===== config.mk =====
export PLATFORM = sky130hd
export DESIGN_NAME = osd_frame_ctrl
export DESIGN_NICKNAME = d
export VERILOG_FILES = /design/src/rtl/osdfc_pkg.sv /design/src/rtl/osdfc_clear_eng.sv /design/src/rtl/osdfc_ctrl_reg.sv /design/src/rtl/osdfc_transp.sv /design/src/rtl/osd_frame_ctrl.sv
export SDC_FILE = /design/constraint.sdc
export NUM_CORES = 1
export LEC_CHECK = 0
export BUFFER_PORTS_ARGS = -buffer_cell sky130_fd_sc_hd__buf_4
export CAP_MARGIN = 10
export CORE_MARGIN = 2
export CORE_UTILIZATION = 35
export DETAILED_ROUTE_END_ITERATION = 6
export GPL_TIMING_DRIVEN = 0
export PLACE_DENSITY = 0.7
export SYNTH_ARGS = -nofsm -noshare
export SYNTH_HDL_FRONTEND = slang
export SYNTH_SLANG_ARGS = --single-unit

===== constraint.sdc =====
create_clock -name clk -period 1.6 [get_ports clk]
set_input_delay 0.32 -clock clk [delete_from_list [all_inputs] [get_ports clk]]
set_output_delay 0.32 -clock clk [all_outputs]
set_load 0.005 [all_outputs]

===== src/rtl/osdfc_pkg.sv =====
package osdfc_pkg;

    localparam int CTRL_W = 8;

    typedef struct packed {
        logic       spare7;
        logic       transp_dis;
        logic [1:0] spare54;
        logic       clr;
        logic       win2;
        logic       win1;
        logic       master;
    } frame_ctrl_t;

    typedef struct packed {
        logic osd;
        logic w1;
        logic w2;
    } win_en_t;

    localparam frame_ctrl_t CTRL_RST = frame_ctrl_t'(8'h08);

    function automatic win_en_t decode_windows(input frame_ctrl_t c);
        win_en_t e;
        e.osd = c.master;
        e.w1  = c.master & c.win1;
        e.w2  = c.master & c.win2;
        return e;
    endfunction

endpackage


===== src/rtl/osdfc_clear_eng.sv =====
module osdfc_clear_eng #(
    parameter int AW = 8,
    parameter int DW = 12
) (
    input  logic          clk,
    input  logic          rst,
    input  logic          run,
    output logic          we,
    output logic [AW-1:0] addr,
    output logic [DW-1:0] wdata,
    output logic          done
);
    localparam logic [AW-1:0] LAST = '1;

    logic [AW-1:0] cnt;

    always_ff @(posedge clk) begin
        if (rst) begin
            cnt <= '0;
        end else if (run) begin
            cnt <= done ? '0 : cnt + 1'b1;
        end
    end

    always_comb begin
        we    = run;
        addr  = cnt;
        wdata = '0;
        done  = run && (cnt == LAST);
    end

    AST_ADDR_STEP: assert property (@(posedge clk) disable iff (rst)
        (we && $past(we) && !$past(rst) && $past(addr) != LAST) |-> addr == $past(addr) + 1'b1);

    AST_SWEEP_FROM_ZERO: assert property (@(posedge clk) disable iff (rst)
        $rose(we) |-> addr == '0);

endmodule


===== src/rtl/osdfc_ctrl_reg.sv =====
module osdfc_ctrl_reg
    import osdfc_pkg::*;
(
    input  logic              clk,
    input  logic              rst,
    input  logic              wr_en,
    input  logic [CTRL_W-1:0] wr_data,
    input  logic              clr_done,
    output frame_ctrl_t       ctrl
);
    frame_ctrl_t nxt;

    always_comb begin
        nxt = ctrl;
        if (wr_en) nxt = frame_ctrl_t'(wr_data);
        if (ctrl.clr) nxt.clr = !clr_done;
        else          nxt.clr = wr_en & wr_data[3];
    end

    always_ff @(posedge clk) begin
        if (rst) ctrl <= CTRL_RST;
        else     ctrl <= nxt;
    end

    AST_SELF_CLEAR: assert property (@(posedge clk) disable iff (rst)
        clr_done |=> !ctrl.clr);

    AST_CLR_HOLD: assert property (@(posedge clk) disable iff (rst)
        (ctrl.clr && !clr_done) |=> ctrl.clr);

    AST_SPARE_STORE: assert property (@(posedge clk) disable iff (rst)
        wr_en |=> ({ctrl.spare7, ctrl.spare54} == {$past(wr_data[7]), $past(wr_data[5:4])}));

endmodule


===== src/rtl/osdfc_transp.sv =====
module osdfc_transp #(
    parameter int IW  = 4,
    parameter int VW  = 8,
    parameter int LOW = 8
) (
    input  logic          transp_dis,
    input  logic [IW-1:0] idx,
    input  logic [VW-1:0] val,
    output logic          transparent
);
    localparam logic [IW-1:0] LOW_LIM = IW'(LOW);

    always_comb begin
        transparent = !transp_dis && (idx < LOW_LIM) && (val == '0);
    end

endmodule


===== src/rtl/osd_frame_ctrl.sv =====
module osd_frame_ctrl
    import osdfc_pkg::*;
#(
    parameter int PRAM_AW = 8,
    parameter int PRAM_DW = 12,
    parameter int PAL_IW  = 4,
    parameter int PAL_VW  = 8,
    parameter int PAL_LOW = 8
) (
    input  logic               clk,
    input  logic               rst,
    input  logic               reg_wr_en,
    input  logic [CTRL_W-1:0]  reg_wr_data,
    output logic [CTRL_W-1:0]  reg_rd_data,
    output logic               osd_en,
    output logic               win1_en,
    output logic               win2_en,
    output logic               clr_busy,
    output logic               pram_we,
    output logic [PRAM_AW-1:0] pram_addr,
    output logic [PRAM_DW-1:0] pram_wdata,
    input  logic [PAL_IW-1:0]  pal_idx,
    input  logic [PAL_VW-1:0]  pal_val,
    output logic               pal_transparent
);
    localparam logic [PAL_IW-1:0] LOW_LIM = PAL_IW'(PAL_LOW);

    frame_ctrl_t ctrl;
    win_en_t     wins;
    logic        sweep_done;

    osdfc_ctrl_reg u_reg (
        .clk      (clk),
        .rst      (rst),
        .wr_en    (reg_wr_en),
        .wr_data  (reg_wr_data),
        .clr_done (sweep_done),
        .ctrl     (ctrl)
    );

    osdfc_clear_eng #(.AW(PRAM_AW), .DW(PRAM_DW)) u_eng (
        .clk   (clk),
        .rst   (rst),
        .run   (ctrl.clr),
        .we    (pram_we),
        .addr  (pram_addr),
        .wdata (pram_wdata),
        .done  (sweep_done)
    );

    osdfc_transp #(.IW(PAL_IW), .VW(PAL_VW), .LOW(PAL_LOW)) u_tr (
        .transp_dis  (ctrl.transp_dis),
        .idx         (pal_idx),
        .val         (pal_val),
        .transparent (pal_transparent)
    );

    always_comb begin
        wins        = decode_windows(ctrl);
        osd_en      = wins.osd;
        win1_en     = wins.w1;
        win2_en     = wins.w2;
        clr_busy    = ctrl.clr;
        reg_rd_data = ctrl;
    end

    AST_WE_ONLY_BUSY: assert property (@(posedge clk) disable iff (rst)
        pram_we |-> reg_rd_data[3]);

    AST_WIN_GATED: assert property (@(posedge clk) disable iff (rst)
        (win1_en || win2_en) |-> osd_en);

    AST_TD_BLOCKS: assert property (@(posedge clk) disable iff (rst)
        reg_rd_data[6] |-> !pal_transparent);

    AST_NO_HIGH_TRANSP: assert property (@(posedge clk) disable iff (rst)
        (pal_idx >= LOW_LIM || pal_val != '0) |-> !pal_transparent);

endmodule


; ---- Word level (Yosys, flattened, before mapping)
; Cells that the tools add are included.
[classes]
add_sub_neg = 1
multipliers = 0
n_div = 0
n_lt_le_gt_ge = 1
n_eq_ne = 1
n_shift = 0
mux = 2
bitwise = 3
n_reduce_logical = 6
[ops]
columns = operator, count
row1 = $add 8x1->8 const B, 1
row2 = $eq 8x8->1 const B, 1
row3 = $logic_not 8->1, 1
row4 = $mux 8, 1
row5 = $lt 4x4->1 const B, 1
row6 = $and 1x1->1, 3
row7 = $logic_and 1x1->1, 3
row8 = $logic_not 1->1, 2
row9 = $mux 1, 1
[word_totals]
register_bits = 16
latch_bits = 0
ramBits = 0
romBits = 0
in_bits = 23
out_inout_bits = 34
wordCells = 22
n_memories = 0

; ---- Longest topological paths before layout
; Gate-level depths: netlist (run 1).
[logic_depth]
word_depth = 4
ltp_mapped = 4
mapped_depth_nobuf = 4

; ---- Modules after synthesis
; Synthesis (run 1) repeated with hierarchy kept, for this count alone.
[unflattened]
hier_cells = 89
area_unflattened_um2 = 847.1
[by_module_without_submodules]
columns = module, instances, cells_per_inst, area_each_um2, seq_area_each_um2
row1 = osdfc_clear_eng, 1, 55, 495.5, 160.2
row2 = osdfc_ctrl_reg, 1, 27, 296.5, 160.2
row3 = osd_frame_ctrl, 1, 4, 27.5, 0.0
row4 = osdfc_transp, 1, 3, 27.5, 0.0

; ---- Worst setup path after synthesis (run 1)
; OpenSTA, ideal clock, no wires.
[synth_path]
path_type = input port to output port
start = input port pal_val[3]
end = output port pal_transparent
t_arrival_ns = 1.108
required_time_ns = 1.280
slack_ns = 0.172
path_stages = 2
path_buffers = 0
cell_sequence = or4_1 nor4_1
[synth_between]
elab_chain_cells = 2
[synth_lines]
columns = element, line
row1 = from (decl), osd_frame_ctrl.sv:23  ; input logic [PAL_VW-1:0] pal_val,
row2 = $logic_not 8->1, osdfc_transp.sv:14  ; transparent = !transp_dis && (idx < LOW_LIM) && (val == '0);
row3 = $logic_and 1x1->1, osdfc_transp.sv:14
row4 = to (decl), osd_frame_ctrl.sv:24  ; output logic pal_transparent
; Every way passes these cells.

; ---- Worst setup path in the final report (run 1)
[layout_path]
start = register, netlist name u_reg.ctrl[6]
end = output port pal_transparent
[layout_between]
elab_chain_cells = 3
[layout_lines]
columns = element, line
row1 = $logic_not 1->1, osdfc_transp.sv:14
row2 = $logic_and 1x1->1 (2 in a row), osdfc_transp.sv:14
; Every way passes these cells.

==> impl_summary.txt, run 1 <==
----------------------------------------------------
[Routing]
  DRT Pass-1 Iters ... 3
  Residual antenna-violating net count after detailed routing ... 0
  DRC violations left ... 0
  Number of violations reported at the end of detailed-routing iteration 0 ... 8
  Routed len/inst ... between 10 and 15 um
  Number of vias per cell after detailed routing ... between 4 and 5
  Total wirelength of the detailed-routed design ... 1799 um
  Via count ... ~800

[Power]
  Leakage power summed over all cells ... around 0.63 nW
  Fraction of power spent switching nets ... between 20% and 30%
  Switching power ... about 210 uW
  Relative contribution of sequential cells to total power ... 51.1%
  Portion of total power attributed to the clock network ... between 30% and 40%
  Worst supply voltage drop on vdd ... about 0.00041 V
  Internal cell power ... approximately 660 uW
  Combinational fraction of design power ... a little under a fifth
  Pwr dens ... roughly 690 nW/um^2

[Timing]
  Setup slack after layout ... -35.08 ps
  Post-Route Skew ... between 5 and 6 ps
  Final Hold Vio Count ... 0
  Unrepaired setup endpoints after global routing ... yes
  Max-slew violation count ... 0
  Total setup violations reported at the end of the flow ... 1
  Tcrit/Tclk final ... 102.2%
  Fmax ... 611.6 MHz
  Worst Tran Pin Value ... ~530 ps
  Post-route minimum period ... ~1600 ps
  Normalized max-slew margin ... 64.50%
  Hold Slack ... around 240 ps

[Setup path]
  Required time worst endpoint ... approximately 1300 ps
  Max stage delay cell, worst path ... or4_4
  Crit Reg-Reg Endpoint ... u_eng.addr[6]
  Worst setup slack for register-to-register paths ... approximately 150 ps
  Launch point of the worst path ... u_reg.ctrl[6]
  Count of cells along the worst register-to-register path ... 4
  Critical Path Sink Type ... output port
  Crit path capture ... pal_transparent
  Maximum fanout along the worst path ... 2
  Data arrival time of the critical path ... approximately 1300 ps
  Stage delay of the slowest cell on the critical path ... around 430 ps
  Type of the worst setup path ... reg -> out
  Cells along the critical path ... or4_4 -> nor4_4 -> buf_4
  Critical R2R Launch ... u_eng.addr[1]
  Category of the worst setup path launch point ... flip-flop

[Clocking]
  Skew-Pair Late Insertion Delay ... between 200 and 300 ps
  Clock tree from TritonCTS ... done
  H-tree levels ... 1
  Clk root buf ... clkbuf_4
  Clock Path Buffers ... 2
  Number of buffers inserted for hold repair after clock tree synthesis ... 0
  Total number of clock tree sinks ... 16
  Total clock buffers created by CTS ... 3
  Reg clk slew, reported paths ... 90 ps

[Layout]
  Fillers ... 209
  Most used cells in the layout excluding fill and tap cells ... buf_4 (57), dfxtp_1 (13), conb_1 (12)
  Most common library cell in the layout ignoring fill and taps ... buf_4
  Final design instance area without fill ... between 1000 and 1500 um^2
  Share of cells above drive strength 1 ... 47.59%
  Layout net count ... 170
  Antenna diodes ... 0
  Area growth syn-to-layout ... 54.84%

[GRT]
  Tot GR Track Use ... between 10 and 15%
  Largest net degree at the start of global routing ... 11
  Via count of the first global-routing pass ... just over 600
  Number of antenna violations at the first check in global routing ... 0
  Aggregate global routing overflow ... 0
  Global-route wire length before repair ... about 2600 um

[Min path]
  Worst min-delay path class ... in -> reg
  Beginning of the worst hold path ... rst

[Logic synthesis]
  Synth top area cells ... dfxtp_1 (39%), buf_4 (15%), mux2i_1 (9.8%)
  Fraction of synthesized cell area taken by the top area cell type ... 39.32%
  Seq/Total Area, Yosys ... about two fifths
  Number of synthesis warnings ... 0
  Post-Syn Area ... just over 800 um^2
  Register bit count reported by yosys ... 16
  Synthesized instance count ... 89
  Count of different cell masters after synthesis ... 28
  Leading area contributor after synthesis ... dfxtp_1
  Avg Cell Area, Syn ... ~9.2 um^2

[Flow run]
  Max_cap viols ... 0

[Die]
  Standard cell core area ... approximately 2200 um^2
  Top-level port count ... 57
  Die Width ... 52.24 um
  Rows ... 17
  Die Height ... 52.24 um
  Effective utilization at floorplan ... 36.82%
  Die area ... 2729 um^2

[Placed design]
  Area of placed instances ... roughly 1200 um^2
  Port Buf Inserts ... 40
  Hpwl dp ... ~1400 um
  Final weighted congestion in routability-driven placement ... roughly 0.75

[Outcome]
  Violations in the final reports ... setup timing
  Outcome ... finished, violations left

----------------------------------------------------
==> sequential cells by signal (all words and copies together) (netlist names) <==
| name | flops |
|---|---|
| u_eng.addr | 8 |
| u_reg.ctrl | 8 |
==> metal layers <==
metal | GRT usage, % | wire [um] | up-vias
li1 | - | - | 393
met5 | 0 | 0 | -
met3 | 3.714 | 223 | 0
met1 | 14.18 | 761 | 343
met2 | 22.36 | 813 | 41
met4 | 3.846 | 0 | 0
==> kinds of logic after synthesis <==
group | Yosys count | synth area share (%)
flip-flops | 16 | 39.32
AO/OA/AOI/OAI | 10 | 7.527
XOR/XNOR | 3 | 3.226
AND/OR/NAND/NOR | 31 | 21.96
other | 1 | 0.4604
buffers and inverters | 19 | 16.13
multiplexers | 8 | 9.831
adder cells (fa/ha/maj) | 1 | 1.536
==> power by group through the flow <==
| stage | clock (mW) | sequential [mW] | combinational (mW) |
|---|---|---|---|
| after global placement | 0 | 0.453 | 0.153 |
| final | 0.262 | 0.445 | 0.164 |
| after global routing | 0.290 | 0.450 | 0.181 |
| after CTS | 0.271 | 0.445 | 0.159 |
| after floorplan | 0 | 0.452 | 0.0758 |
| after detailed placement | 0 | 0.454 | 0.156 |
==> cell type report <==
class | count | area [um^2] | share of cell area (%)
Buffer | 18 | 127.6 | 10.12
Clock buffer | 4 | 36.28 | 2.877
Inverter | 1 | 3.754 | 0.2976
Multi-Input combinational cell | 65 | 426.7 | 33.83
Sequential cell | 16 | 324.1 | 25.69
Tap cell | 28 | 35.03 | 2.778
Timing Repair Buffer | 41 | 307.8 | 24.40
==> worst min-delay path by stage <==
stage	endpoint	depth (start not counted)	slack, ps
floorplan	u_eng.addr[0]	1	390
global placement	u_reg.ctrl[5]	2	480
detailed placement	u_reg.ctrl[7]	2	490
CTS	u_eng.addr[6]	2	230
global route	u_eng.addr[0]	2	230
finish	u_eng.addr[6]	2	240
==> cell usage after synthesis <==
cell type	n
nand4_2	1
nor2b_1	1
nor2_1	11
nand4_4	1
mux2i_1	8
o211ai_1	1
o21ai_1	2
or3_1	2
or4_1	3
clkbuf_1	2
and2_1	2
nor3_1	1
nor4_1	1
nand3_1	1
ha_1	1
dfxtp_1	16
a21oi_1	3
o21bai_1	1
nand2b_1	2
a31oi_1	2
nand2_1	4
xnor2_1	1
inv_1	1
xor2_1	2
conb_1	1
buf_4	16
o221ai_1	1
nand4_1	1
==> critical path, delay by kind of cell, from the launching register on <==
family	cells	cell delay (ps)
buffers and inverters	1	140
and+or+nand+nor	2	570
DFF	1	330
==> repair_timing <==
| action | 4_1_cts | 5_1_grt |
|---|---|---|
| resized for setup | 1 | 6 |
| endpoints found under the setup margin | 1 | 2 |
| setup buffers | 1 | 0 |
| pin swaps | 2 | 1 |
==> through the flow <==
stage                     power, mW  instances  setup WS (ps)  util, %  setup TNS (ps)
after CTS                    0.8752        173         -173.7    55.88          -173.7
after detailed placement     0.6099        168         -61.65    53.85          -61.65
after floorplan              0.5282        100          172.5        -               0
after global routing         0.9200        173         -96.47    57.01          -96.47
after global placement       0.6060        168         -34.96    53.85          -34.96
final                        0.8711        173         -35.08    57.01          -35.08
Power figures use the tool's default switching activity.
==> run 2: changes to the inputs <==
--- a/config.mk
+++ b/config.mk
@@ -7,6 +7,7 @@
 export LEC_CHECK = 0
 export BUFFER_PORTS_ARGS = -buffer_cell sky130_fd_sc_hd__buf_4
 export CAP_MARGIN = 10
+export CORE_ASPECT_RATIO = 1.4
 export CORE_MARGIN = 2
 export CORE_UTILIZATION = 35
 export DETAILED_ROUTE_END_ITERATION = 6
==> impl_summary.txt, run 2 (synthesized netlist as in run 1, its figures left out) <==
----------------------------------------------------
[Outcome]
  Outcome ... finished, violations left
  Violations in the final reports ... setup timing

[Power]
  Pwr dens ... 700.6 nW/um^2 (+1.4%)
  Worst supply voltage drop on vdd ... 0.0004392 V (+7.3%)
  Fraction of power spent switching nets ... 24.27% (+0.48 points)
  Internal cell power ... 664.5 uW (about the same)
  Switching power ... 213.0 uW (+2.8%)
  Post-route total power ... 877.5 uW (+0.73%)
  Relative contribution of sequential cells to total power ... 50.8% (-0.3 points)
  Portion of total power attributed to the clock network ... 30.6% (+0.5 points)
  Leakage power summed over all cells ... 0.6335 nW (about the same)
  Combinational fraction of design power ... 18.7% (about the same)

[Placed design]
  Final weighted congestion in routability-driven placement ... 0.7153 (-4.7%)
  Cell count after placement ... 162 (-3.6%)
  Port Buf Inserts ... 40 (unchanged)
  Hpwl dp ... 1440 um (+4.2%)
  Area of placed instances ... 1184 um^2 (-0.63%)

[Timing]
  Post-route minimum period ... 1629 ps (-6.560 ps)
  Setup slack after layout ... -28.52 ps (+6.560 ps)
  Total setup violations reported at the end of the flow ... 1 (unchanged)
  Max-slew violation count ... 0 (unchanged)
  Normalized max-slew margin ... 64.96% (+0.46 points)
  Tcrit/Tclk final ... 101.8% (-0.41 points)
  Fmax ... 614.1 MHz (+0.40%)
  Post-Route Skew ... 4.970 ps (-0.3010 ps)
  Sum Neg Setup Slack ... -28.52 ps (+6.560 ps)
  Unrepaired setup endpoints after global routing ... yes
  Final Hold Vio Count ... 0 (unchanged)
  Worst Tran Pin Value ... 525.5 ps (-6.961 ps)

[Die]
  Die area ... 2735 um^2 (+0.20%)
  Top-level port count ... 57 (unchanged)
  Standard cell core area ... 2177 um^2 (-1.6%)
  Rows ... 20 (+3)
  Die Height ... 61.08 um (+17%)
  Effective utilization at floorplan ... 37.41% (+0.59 points)
  Die Width ... 44.77 um (-14%)

[Layout]
  Antenna diodes ... 0 (unchanged)
  Layout net count ... 170 (unchanged)
  Most used cells in the layout excluding fill and tap cells ... buf_4 (57), dfxtp_1 (14), conb_1 (12)
  Share of cells above drive strength 1 ... 46.90% (-0.69 points)
  Final cell utilization of the core ... 57.53% (+0.52 points)
  Fillers ... 207 (-0.96%)
  Area growth syn-to-layout ... 53.76%
  Final std cells w/o fill ... 167 (-3.5%)
  Most common library cell in the layout ignoring fill and taps ... buf_4
  Final design instance area without fill ... 1252 um^2 (-0.69%)

[GRT]
  Aggregate global routing overflow ... 0 (unchanged)
  Number of antenna violations at the first check in global routing ... 0 (unchanged)
  Largest net degree at the start of global routing ... 11 (unchanged)
  Via count of the first global-routing pass ... 668 (+8.3%)
  Global-route wire length before repair ... 2849 um (+10%)
  Tot GR Track Use ... 13.99% (+1.5 points)

[Setup path]
  Max stage delay cell, worst path ... or4_4
  Instance count on the critical path ... 3 (unchanged)
  Data arrival time of the critical path ... 1310 ps (about the same)
  Crit Reg-Reg Endpoint ... u_eng.addr[6]
  Crit path capture ... pal_transparent
  Cells along the critical path ... or4_4 -> nor4_4 -> buf_4
  Critical Path Sink Type ... output port
  Number of buffer and inverter instances along the worst setup path ... 1 (unchanged)
  Type of the worst setup path ... reg -> out
  Stage delay of the slowest cell on the critical path ... 420 ps (about the same)
  Maximum fanout along the worst path ... 2 (unchanged)
  Category of the worst setup path launch point ... flip-flop
  Worst setup slack for register-to-register paths ... 120 ps (-30 ps)
  Crit path max-delay family ... simple AND/OR/NAND/NOR gates
  Count of cells along the worst register-to-register path ... 4 (unchanged)
  Required time worst endpoint ... 1280 ps (about the same)
  Critical R2R Launch ... u_eng.addr[1]
  Launch point of the worst path ... u_reg.ctrl[6]

[Routing]
  Total wirelength of the detailed-routed design ... 1828 um (+1.6%)
  DRT Pass-1 Iters ... 4 (+1)
  Number of vias per cell after detailed routing ... 4.653 (+3.6%)
  Residual antenna-violating net count after detailed routing ... 0 (unchanged)
  Routed len/inst ... 10.95 um (+5.3%)
  Number of violations reported at the end of detailed-routing iteration 0 ... 4 (-4)
  DRC violations left ... 0 (unchanged)
  Via count ... 777 (unchanged)

[Clocking]
  Total number of clock tree sinks ... 16 (unchanged)
  Number of buffers inserted for hold repair after clock tree synthesis ... 0 (unchanged)
  Clock Path Buffers ... 2 (unchanged)
  Clock tree from TritonCTS ... done
  Clk root buf ... clkbuf_4
  Skew-Pair Late Insertion Delay ... 290 ps (about the same)
  Reg clk slew, reported paths ... 90 ps (about the same)
  Total clock buffers created by CTS ... 3 (unchanged)
  H-tree levels ... 1 (unchanged)

[Min path]
  Worst min-delay path class ... in -> reg

[Flow run]
  Max_cap viols ... 0 (unchanged)

----------------------------------------------------
-- run 2: cell types whose count changed in the layout (fill, tap and decap cells not counted) --
cell	before	now
dfxtp_1	13	14
dfxtp_2	3	2
-- run 2: worst reg2reg max path, cell delays in order, from the launching register on --
cell     delay [ps]
dfxtp_1         440
ha_1            220
nand4_2         210
or3_1           400
a21oi_1         140
-- run 2: power groups by stage --
stage	combinational, mW	sequential (mW)	clock [mW]
6_report	0.164	0.446	0.268
2_1_floorplan	0.0758	0.452	0
3_3_place_gp	0.153	0.453	0
4_1_cts	0.160	0.445	0.271
5_1_grt	0.182	0.450	0.288
3_5_place_dp	0.158	0.454	0
-- run 2: cell type report --
| type | instances | area [um^2] | share of cell area (%) |
|---|---|---|---|
| sequential | 16 | 322.8 | 25.77 |
| inverter | 1 | 3.754 | 0.2997 |
| timing repair buffer | 41 | 307.8 | 24.58 |
| clock buffer | 4 | 36.28 | 2.897 |
| buffer | 18 | 127.6 | 10.19 |
| multi-input combinational | 65 | 426.7 | 34.07 |
| tap | 22 | 27.53 | 2.198 |
-- run 2: worst min path at each step --
stage	startpoint	to	slack, ps	cells after the start
2_1_floorplan	rst	u_eng.addr[0]	390	1
3_3_place_gp	u_reg.ctrl[7]	u_reg.ctrl[7]	480	2
3_5_place_dp	u_reg.ctrl[5]	u_reg.ctrl[5]	490	2
4_1_cts	rst	u_eng.addr[5]	230	2
5_1_grt	rst	u_eng.addr[0]	240	2
6_report	rst	u_eng.addr[0]	220	2
-- run 2: stage by stage --
step,hold WS (ps),worst slack (ps)
final,224.1,-28.52
after global routing,235.3,-84.12
after CTS,232.6,-157.1
after detailed placement,488.6,-55.75
after global placement,477.7,-37.08
after floorplan,389.1,172.5
-- run 2: what timing repair did --
action                                  CTS  global route
setup buffers                             1             0
cloned                                    0             0
endpoints found under the setup margin    1             2
pin swaps                                 2             1
resized for setup                         1             5
-- run 2: per-layer routing --
layer | share of wire (%) | vias to the layer above | GRT usage, % | wire [um]
met5 | 0 | - | 0 | 0
met4 | 2.2 | 0 | 7.563 | 40
met3 | 11 | 5 | 2.346 | 196
met1 | 37 | 344 | 15.93 | 684
met2 | 50 | 38 | 24.64 | 906
li1 | - | 390 | - | -
